===== src/rtl/attr_pkg.sv =====
package attr_pkg;

  // Phase of the shared index/data write port
  typedef enum logic {
    PH_INDEX = 1'b0,
    PH_DATA  = 1'b1
  } phase_t;

  // Bit positions inside the mode byte
  localparam int MODE_CS4_BIT = 7;  // 1: four colour-select bits, 0: two
  localparam int MODE_LIN_BIT = 6;  // 1: attribute drives DAC directly
  localparam int MODE_PAN_BIT = 5;  // pan-compatibility enable

endpackage


===== src/rtl/attr_port_seq.sv =====
module attr_port_seq
  import attr_pkg::*;
#(
  parameter int IDX_W = 8
) (
  input  logic             clk,
  input  logic             rst_n,
  input  logic             flag_clr,
  input  logic             cpu_wr,
  input  logic [IDX_W-1:0] cpu_wdata,
  output logic [IDX_W-1:0] idx_q,
  output logic             data_we
);

  phase_t phase_q;
  phase_t phase_eff;

  // the clear acts ahead of a write in the same cycle
  always_comb phase_eff = flag_clr ? PH_INDEX : phase_q;

  assign data_we = cpu_wr && (phase_eff == PH_DATA);

  always_ff @(posedge clk or negedge rst_n) begin
    if (!rst_n) begin
      phase_q <= PH_INDEX;
      idx_q   <= '0;
    end else if (cpu_wr) begin
      if (phase_eff == PH_INDEX) begin
        idx_q   <= cpu_wdata;
        phase_q <= PH_DATA;
      end else begin
        phase_q <= PH_INDEX;
      end
    end else if (flag_clr) begin
      phase_q <= PH_INDEX;
    end
  end


  wr_toggle_chk: assert property (@(posedge clk) disable iff (!rst_n)
    cpu_wr && !flag_clr |=> phase_q != $past(phase_q));


  clr_idle_chk: assert property (@(posedge clk) disable iff (!rst_n)
    flag_clr && !cpu_wr |=> phase_q == PH_INDEX);


  clr_wr_chk: assert property (@(posedge clk) disable iff (!rst_n)
    flag_clr && cpu_wr |=> (phase_q == PH_DATA) && (idx_q == $past(cpu_wdata)));


  idle_hold_chk: assert property (@(posedge clk) disable iff (!rst_n)
    !cpu_wr && !flag_clr |=> $stable(phase_q) && $stable(idx_q));

endmodule


===== src/rtl/attr_regfile.sv =====
module attr_regfile
  import attr_pkg::*;
#(
  parameter int PAL_DEPTH = 16,
  parameter int PAL_W     = 6,
  parameter int DW        = 8,
  parameter int CS_W      = 4
) (
  input  logic                            clk,
  input  logic                            rst_n,
  input  logic [DW-1:0]                   idx,
  input  logic                            data_we,
  input  logic [DW-1:0]                   wdata,
  input  logic                            rd_en,
  input  logic                            rd_sel,
  output logic [DW-1:0]                   rd_data,
  output logic [PAL_DEPTH-1:0][PAL_W-1:0] pal_o,
  output logic [CS_W-1:0]                 csel_o,
  output logic                            cs_wide,
  output logic                            linear,
  output logic                            pan_en
);

  localparam int SEL_W    = $clog2(PAL_DEPTH);
  localparam int MODE_IDX = PAL_DEPTH;
  localparam int CSEL_IDX = PAL_DEPTH + 1;

  logic [DW-1:0]   mode_q;
  logic [CS_W-1:0] csel_q;
  logic [DW-1:0]   data_view;

  // one storage register per palette entry
  for (genvar g = 0; g < PAL_DEPTH; g++) begin : g_entry
    logic [PAL_W-1:0] ent_q;
    always_ff @(posedge clk or negedge rst_n) begin
      if (!rst_n)                          ent_q <= '0;
      else if (data_we && idx == DW'(g))   ent_q <= wdata[PAL_W-1:0];
    end
    assign pal_o[g] = ent_q;
  end

  always_ff @(posedge clk or negedge rst_n) begin
    if (!rst_n) begin
      mode_q <= '0;
      csel_q <= '0;
    end else if (data_we) begin
      if (idx == DW'(MODE_IDX)) mode_q <= wdata;
      if (idx == DW'(CSEL_IDX)) csel_q <= wdata[CS_W-1:0];
    end
  end

  always_comb begin
    data_view = '0;
    if (idx < DW'(PAL_DEPTH))      data_view = DW'(pal_o[idx[SEL_W-1:0]]);
    else if (idx == DW'(MODE_IDX)) data_view = mode_q;
    else if (idx == DW'(CSEL_IDX)) data_view = DW'(csel_q);
  end

  always_ff @(posedge clk or negedge rst_n) begin
    if (!rst_n)     rd_data <= '0;
    else if (rd_en) rd_data <= rd_sel ? data_view : idx;
  end

  assign csel_o  = csel_q;
  assign cs_wide = mode_q[MODE_CS4_BIT];
  assign linear  = mode_q[MODE_LIN_BIT];
  assign pan_en  = mode_q[MODE_PAN_BIT];


  stray_write_chk: assert property (@(posedge clk) disable iff (!rst_n)
    data_we && (idx > DW'(CSEL_IDX)) |=> $stable(mode_q) && $stable(csel_q));


  csel_keep_chk: assert property (@(posedge clk) disable iff (!rst_n)
    !data_we |=> $stable(csel_q) && $stable(mode_q));

endmodule


===== src/rtl/attr_dac_map.sv =====
module attr_dac_map #(
  parameter int ATTR_W    = 8,
  parameter int DAC_W     = 8,
  parameter int PAL_DEPTH = 16,
  parameter int PAL_W     = 6,
  parameter int CS_W      = 4
) (
  input  logic                            clk,
  input  logic                            rst_n,
  input  logic                            pix_valid,
  output logic                            pix_ready,
  input  logic [ATTR_W-1:0]               pix_attr,
  output logic                            dac_valid,
  input  logic                            dac_ready,
  output logic [DAC_W-1:0]                dac_addr,
  input  logic [PAL_DEPTH-1:0][PAL_W-1:0] pal,
  input  logic [CS_W-1:0]                 csel,
  input  logic                            cs_wide,
  input  logic                            linear
);

  localparam int SEL_W   = $clog2(PAL_DEPTH);
  localparam int LOW_W4  = DAC_W - CS_W;  // entry bits kept with four select bits
  localparam int LOW_W2  = DAC_W - 2;     // entry bits kept with two select bits

  logic             take;
  logic [PAL_W-1:0] entry;
  logic [DAC_W-1:0] mapped;

  assign pix_ready = !dac_valid || dac_ready;
  assign take      = pix_valid && pix_ready;
  assign entry     = pal[pix_attr[SEL_W-1:0]];

  always_comb begin
    if (linear)       mapped = DAC_W'(pix_attr);
    else if (cs_wide) mapped = {csel, entry[LOW_W4-1:0]};
    else              mapped = {csel[CS_W-1:CS_W-2], entry[LOW_W2-1:0]};
  end

  always_ff @(posedge clk or negedge rst_n) begin
    if (!rst_n) begin
      dac_valid <= 1'b0;
      dac_addr  <= '0;
    end else if (take) begin
      dac_valid <= 1'b1;
      dac_addr  <= mapped;
    end else if (dac_ready) begin
      dac_valid <= 1'b0;
    end
  end


  hold_out_chk: assert property (@(posedge clk) disable iff (!rst_n)
    dac_valid && !dac_ready |=> dac_valid && $stable(dac_addr));


  accept_out_chk: assert property (@(posedge clk) disable iff (!rst_n)
    pix_valid && pix_ready |=> dac_valid);


  linear_pass_chk: assert property (@(posedge clk) disable iff (!rst_n)
    take && linear |=> dac_addr == DAC_W'($past(pix_attr)));


  wide_sel_chk: assert property (@(posedge clk) disable iff (!rst_n)
    take && !linear && cs_wide |=> dac_addr[DAC_W-1:LOW_W4] == $past(csel));


  narrow_sel_chk: assert property (@(posedge clk) disable iff (!rst_n)
    take && !linear && !cs_wide |=> dac_addr[DAC_W-1:LOW_W2] == $past(csel[CS_W-1:CS_W-2]));

endmodule


===== src/rtl/attr_palette_ctrl.sv =====
module attr_palette_ctrl #(
  parameter int PAL_DEPTH = 16,
  parameter int PAL_W     = 6,
  parameter int CS_W      = 4,
  parameter int DW        = 8,
  parameter int ATTR_W    = 8,
  parameter int DAC_W     = 8
) (
  input  logic              clk,
  input  logic              rst_n,
  input  logic              flag_clr,
  input  logic              cpu_wr,
  input  logic [DW-1:0]     cpu_wdata,
  input  logic              cpu_rd,
  input  logic              cpu_rd_sel,
  output logic [DW-1:0]     cpu_rdata,
  input  logic              pix_valid,
  output logic              pix_ready,
  input  logic [ATTR_W-1:0] pix_attr,
  output logic              dac_valid,
  input  logic              dac_ready,
  output logic [DAC_W-1:0]  dac_addr,
  output logic              pan_compat
);

  logic [DW-1:0]                   idx_q;
  logic                            data_we;
  logic [PAL_DEPTH-1:0][PAL_W-1:0] pal;
  logic [CS_W-1:0]                 csel;
  logic                            cs_wide;
  logic                            linear;

  attr_port_seq #(.IDX_W(DW)) u_seq (
    .clk       (clk),
    .rst_n     (rst_n),
    .flag_clr  (flag_clr),
    .cpu_wr    (cpu_wr),
    .cpu_wdata (cpu_wdata),
    .idx_q     (idx_q),
    .data_we   (data_we)
  );

  attr_regfile #(
    .PAL_DEPTH (PAL_DEPTH),
    .PAL_W     (PAL_W),
    .DW        (DW),
    .CS_W      (CS_W)
  ) u_regs (
    .clk     (clk),
    .rst_n   (rst_n),
    .idx     (idx_q),
    .data_we (data_we),
    .wdata   (cpu_wdata),
    .rd_en   (cpu_rd),
    .rd_sel  (cpu_rd_sel),
    .rd_data (cpu_rdata),
    .pal_o   (pal),
    .csel_o  (csel),
    .cs_wide (cs_wide),
    .linear  (linear),
    .pan_en  (pan_compat)
  );

  attr_dac_map #(
    .ATTR_W    (ATTR_W),
    .DAC_W     (DAC_W),
    .PAL_DEPTH (PAL_DEPTH),
    .PAL_W     (PAL_W),
    .CS_W      (CS_W)
  ) u_map (
    .clk       (clk),
    .rst_n     (rst_n),
    .pix_valid (pix_valid),
    .pix_ready (pix_ready),
    .pix_attr  (pix_attr),
    .dac_valid (dac_valid),
    .dac_ready (dac_ready),
    .dac_addr  (dac_addr),
    .pal       (pal),
    .csel      (csel),
    .cs_wide   (cs_wide),
    .linear    (linear)
  );


  ready_rule_chk: assert property (@(posedge clk) disable iff (!rst_n)
    !dac_valid |-> pix_ready);

endmodule


===== config.mk =====
export PLATFORM = sky130hd
export DESIGN_NAME = attr_palette_ctrl
export DESIGN_NICKNAME = d
export VERILOG_FILES = /design/src/rtl/attr_pkg.sv /design/src/rtl/attr_port_seq.sv /design/src/rtl/attr_regfile.sv /design/src/rtl/attr_dac_map.sv /design/src/rtl/attr_palette_ctrl.sv
export SDC_FILE = /design/constraint.sdc
export NUM_CORES = 1
export LEC_CHECK = 0
export BUFFER_PORTS_ARGS = -buffer_cell sky130_fd_sc_hd__buf_2
export CAP_MARGIN = 10
export CORE_MARGIN = 2
export CORE_UTILIZATION = 25
export CTS_BUF_LIST = sky130_fd_sc_hd__clkbuf_2 sky130_fd_sc_hd__clkbuf_4 sky130_fd_sc_hd__clkbuf_8
export CTS_CLUSTER_DIAMETER = 120
export CTS_CLUSTER_SIZE = 40
export DETAILED_ROUTE_END_ITERATION = 10
export PLACE_DENSITY_LB_ADDON = 0.25
export REMOVE_ABC_BUFFERS = 1
export SLEW_MARGIN = 20
export SYNTH_ARGS = -nofsm -noshare
export SYNTH_HDL_FRONTEND = slang
export SYNTH_HIERARCHICAL = 1
export SYNTH_SLANG_ARGS = --single-unit

===== constraint.sdc =====
create_clock -name clk -period 3.16 [get_ports clk]
set_input_delay 0.316 -clock clk [delete_from_list [all_inputs] [get_ports clk]]
set_output_delay 0.316 -clock clk [all_outputs]
set_load 0.02 [all_outputs]

Word level (Yosys, flattened, before mapping)

Cells that the tools add are included.

RAM bits: 0
Bits in latches: 0
Memories kept: 0
Input bits: 24
Logic and storage cells: 84
Bits in read-only memories: 0
Bits in registers: 134

Shift operators: 0
Add/sub/neg operators: 0
Divide/modulo/power cells: 0
Multipliers: 0
Mux-type cells: 15
Bitwise gates (word level): 1
$lt $le $gt $ge: 3
Equal/unequal tests: 17
Reduce and logical (&&, ||, !) cells: 25

Operator list:

| kind               | count |
|---|---|
| $eq 8x4->1 const B | 8 |
| $bmux 6 s4         | 2 |
| $eq 8x3->1 const B | 4 |
| $mux 8             | 4 |
| $logic_and 1x1->1  | 18 |
| $mux 6             | 3 |
| $eq 8x2->1 const B | 2 |
| $eq 8x5->1 const B | 2 |
| $lt 4x5->1 const B | 2 |
| $eq 8x1->1 const B | 1 |
| $logic_not 8->1    | 1 |
| $lt 8x5->1 const B | 1 |
| $reduce_and 2->1   | 3 |
| $mux 1             | 5 |
| $mux 4             | 1 |
| $reduce_bool 2->1  | 1 |
| $logic_not 1->1    | 1 |
| $logic_or 1x1->1   | 1 |
| $not 1->1          | 1 |

Depth between registers and ports, before layout

Depth in word-level cells: 5
Gate-level depth with buffers: 8
Mapped depth without buffers: 5

Modules after synthesis

Netlist, hierarchy kept.

By module, submodules not included:

| module        | cells each | seq. area each (um^2) | instances | area each (um^2) |
|---|---|---|---|---|
| attr_regfile  | 402        | 2902.8                | 1         | 5446.5 |
| attr_dac_map  | 135        | 225.2                 | 1         | 1306.3 |
| attr_port_seq | 23         | 225.2                 | 1         | 397.9 |

Least setup slack after synthesis

OpenSTA, ideal clock, no wires.

Path kind: register -> register
Start: register u_seq.idx_q[7]
End: register u_regs.g_entry[12].ent_q[0]
Cell stages (with the launch flop): 6
Path buffers: 1
Arrival: 1.920 ns
Slack: 1.115 ns
Cell sequence: dfrtp_1 -> or4_1 -> buf_2 -> nor4b_4 -> nand3_1 -> mux2_2

Word-level cells in the longest chain between the ends: 2

Ends and longest elaborated chain:

| item                   | RTL line            | text |
|---|---|---|
| from (decl)            | attr_port_seq.sv:11 | `output logic [IDX_W-1:0] idx_q,` |
| from (signal assigned) | attr_port_seq.sv:29 | `idx_q <= cpu_wdata;` |
| $eq 8x4->1             | attr_regfile.sv:37  | `else if (data_we && idx == DW'(g)) ent_q <= wdata[PAL_W-1:0];` |
| $logic_and 1x1->1      | attr_regfile.sv:37  |  |
| to (signal assigned)   | attr_regfile.sv:37  |  |
| to (decl)              | attr_regfile.sv:34  | `logic [PAL_W-1:0] ent_q;` |

No other way between the ends.
A chain may end at the register's enable or synchronous reset.

Final worst setup path

Start: register u_seq.idx_q[7]
End: register u_regs.g_entry[12].ent_q[4]

The elaborated chain is that of the path after synthesis.

==> impl_metrics.ini <==
[run_status]
status = finished, final reports clean

[global_routing]
grt_pass1_vias = 5225
grt_pass1_wl_um = 33610
antenna_found_initial = 0
grt_usage = 0.1504
grt_max_degree = 72
overflow = 0

[synthesis]
synth-compound-area-share = 0.06544
synth.cell_area_um2 = 7151
synth_edf_count = 0
ys_warn_count = 6
synth_seq_area_share = 0.4689
synth_top_family_by_area = multiplexers
synthSimpleGateAreaFrac = 0.08556
synth_top_area_cell = dfrtp_1
async_flop_share = 1.000
yosys.area_share.xor_xnor = 0
synth-seq-cells = 134
ys.flop_type = dfrtp_1
synth_fa_ha_area_frac = 0.003500
synth_cells = 560
synthTopCellsByArea = dfrtp_1, mux2_2, mux4_2
synth.distinct_cells = 46
yosysTopAreaCellShare = 0.4689
synth.mux.area_fraction = 0.3452
avgSynthCellArea_um2 = 12.77

[power]
p_clk_frac = 0.384
p_leak_nw = 3.784
netSwitchingFraction = 0.2830
power_density_nw_per_um2 = 515.5
p_int_mw = 3.067
peakVddDrop_mv = 0.2909
seq_power_share = 0.455
p_total_mw = 4.278
p_switching_mw = 1.211
pwr-share-comb = 0.161

[route]
drc = 0
antenna_left = 0
firstDrtPassIters = 5
wire_per_inst_um = 22.31
vias = 5023
viasPerCell = 5.033
drt_wl_total_um = 22270
drt_iter0_markers = 412

[timing]
rsz0062_at_grt = false
period_share = 0.7645
slew_viol_final = 0
maxSlewHeadroom = 0.3338
worstMarginPinSlew_ns = 0.9902
setup_viol = 0
min_period_ns = 2.416
fin_worst_skew_ns = 0.01708
fmax_mhz = 414.0
finalSetupTns_ns = 0
hold_viol = 0

[clocking]
numCtsBuffers = 17
cts.path.max_buffers = 2
clock_latency_ns = 0.46
cts_num_sinks = 134
clkTransAtPathRegs_ns = 0.07
clock_tree.root_cell = clkbuf_8
cts_resized = 0
cts_setup_buffers = 0
cts_tree = done
htree_levels = 4

[finish]
layout-drive-gt1-share = 0.4129
synthToLayoutAreaGrowth_pct = 16.05
fin_area_um2 = 8298
antenna_cells = 0
final_cell_mix = dfrtp_1, mux2_2, mux2i_1, buf_2, nand2_1
final_nets = 633
final_common_cell = dfrtp_1
fin_cells = 998
nFillCells = 2848

[placement]
placed_area_um2 = 7838
io_buffers = 42
post-place-cells = 965
place_congestion = 0.8154
dp_hpwl_um = 15540

[worst_hold_path]
hold_path_startpoint = cpu_wdata[6]
hold_depth = 2
worstHoldPathType = in -> reg

[job]
maxCapViolCount = 0

[die]
core_area_um2 = 28010
die_y_um = 173.1
rows = 61
fp.dieW_um = 173.1
start_util = 0.2553
die_area_um2 = 29970
io_pins = 43

[setup_path]
critPathRequiredTime_ns = 3.50
timing.critical_path.from = u_seq/idx_q[7]
cp.arrival_ns = 2.75
r2r_start = u_seq/idx_q[7]
criticalPathCategory = reg -> reg
r2r_setup_slack_ns = 0.74
cp-end-kind = flip-flop
cp_max_fo = 10
start_kind = flip-flop
reg2reg_depth = 5
[what timing repair did]
item	4_1_cts	5_1_grt
hold buffers	1	0
setup endpoints to repair	0	0
endpoints found under the hold margin	70	0
[cell families after synthesis]
family          count (synthesis)
buf+inv                        45
mux                           199
simple gates                  110
fa+ha+maj                       2
compound gates                 70
flops                         134
[sequential cells by signal, indices dropped and copies added, names as in the netlist]
signal                flops
u_regs/mode_q             8
u_regs/g_entry.ent_q     96
u_map/dac_valid           1
u_map/dac_addr            8
u_regs/rd_data            8
u_seq/idx_q               8
u_regs/csel_o             4
u_seq/phase_q             1
[final timing paths]
| check | endpoint |
|---|---|
| max | u_regs/g_entry[12].ent_q[4] |
| min | u_regs/mode_q[6] |
| max reg2reg | u_regs/g_entry[12].ent_q[4] |
| min reg2reg | u_map/dac_addr[7] |
| max in group asynchronous | u_regs/g_entry[11].ent_q[0] |
| min in group asynchronous | u_regs/g_entry[10].ent_q[4] |
[power by group through the flow]
stage               clock (mW)  combinational (mW)  sequential (mW)
floorplan                    0               0.331             2.01
global placement             0               0.685             1.98
detailed placement           0               0.689             1.98
CTS                       1.67               0.692             1.95
global route              1.75               0.738             1.96
finish                    1.64               0.691             1.95
[layer usage]
layer / up-vias / part of all wire / track usage
met2: 169 / 0.47 / 0.2388
met4: 0 / 0.027 / 0.05932
met1: 2609 / 0.45 / 0.1993
li1: 2214 / - / -
met3: 31 / 0.062 / 0.03364
met5: - / 0 / 0
[Yosys cell counts (all sizes together) (2+ instances only)]
master and count:
a2111oi 5, mux4 22, a211o 3, nand3 3, o22ai 7, mux2 134
nor2b 8, clkbuf 18, a21oi 15, dfrtp 134, o221ai 5, nand3b 8
o21ai 10, nor4b 2, a311oi 2, nand2 26, a211oi 6, or4 2
ha 2, nor3 14, inv 8, mux2i 43, or3 2, nor2 15
buf 19, nand4 3, nand2b 11, o22a 5, a31oi 9, nor4 10
a22oi 2, or3b 2
[worst max-delay path, cell delays in order (launching register included)]
cell	delay [ns]
dfrtp_1	0.42
or4_1	0.53
buf_4	0.21
nor4b_4	0.37
nand3_1	0.37
mux2_2	0.39
[through the flow]
stage	hold slack (ns)	setup WS (ns)	util
CTS	0.08261	0.7340	0.2962
detailed placement	0.3855	0.7484	0.2798
floorplan	0.02041	0.1222	-
finish	0.1036	0.7443	0.2962
global placement	0.3763	0.8045	0.2798
global route	0.1025	0.6571	0.2962
[final cells by class]
| type | instances | area [um2] | area share |
|---|---|---|---|
| Multi-Input combinational cell | 381 | 3573 | 0.4306 |
| Sequential cell | 134 | 3354 | 0.4043 |
| Tap cell | 378 | 473.0 | 0.05700 |
| Timing Repair Buffer | 65 | 416.7 | 0.05021 |
| Clock buffer | 24 | 305.3 | 0.03679 |
| Clock inverter | 8 | 145.1 | 0.01749 |
| Inverter | 8 | 30.03 | 0.003619 |
Note: power is estimated with default switching activity, not from simulation.
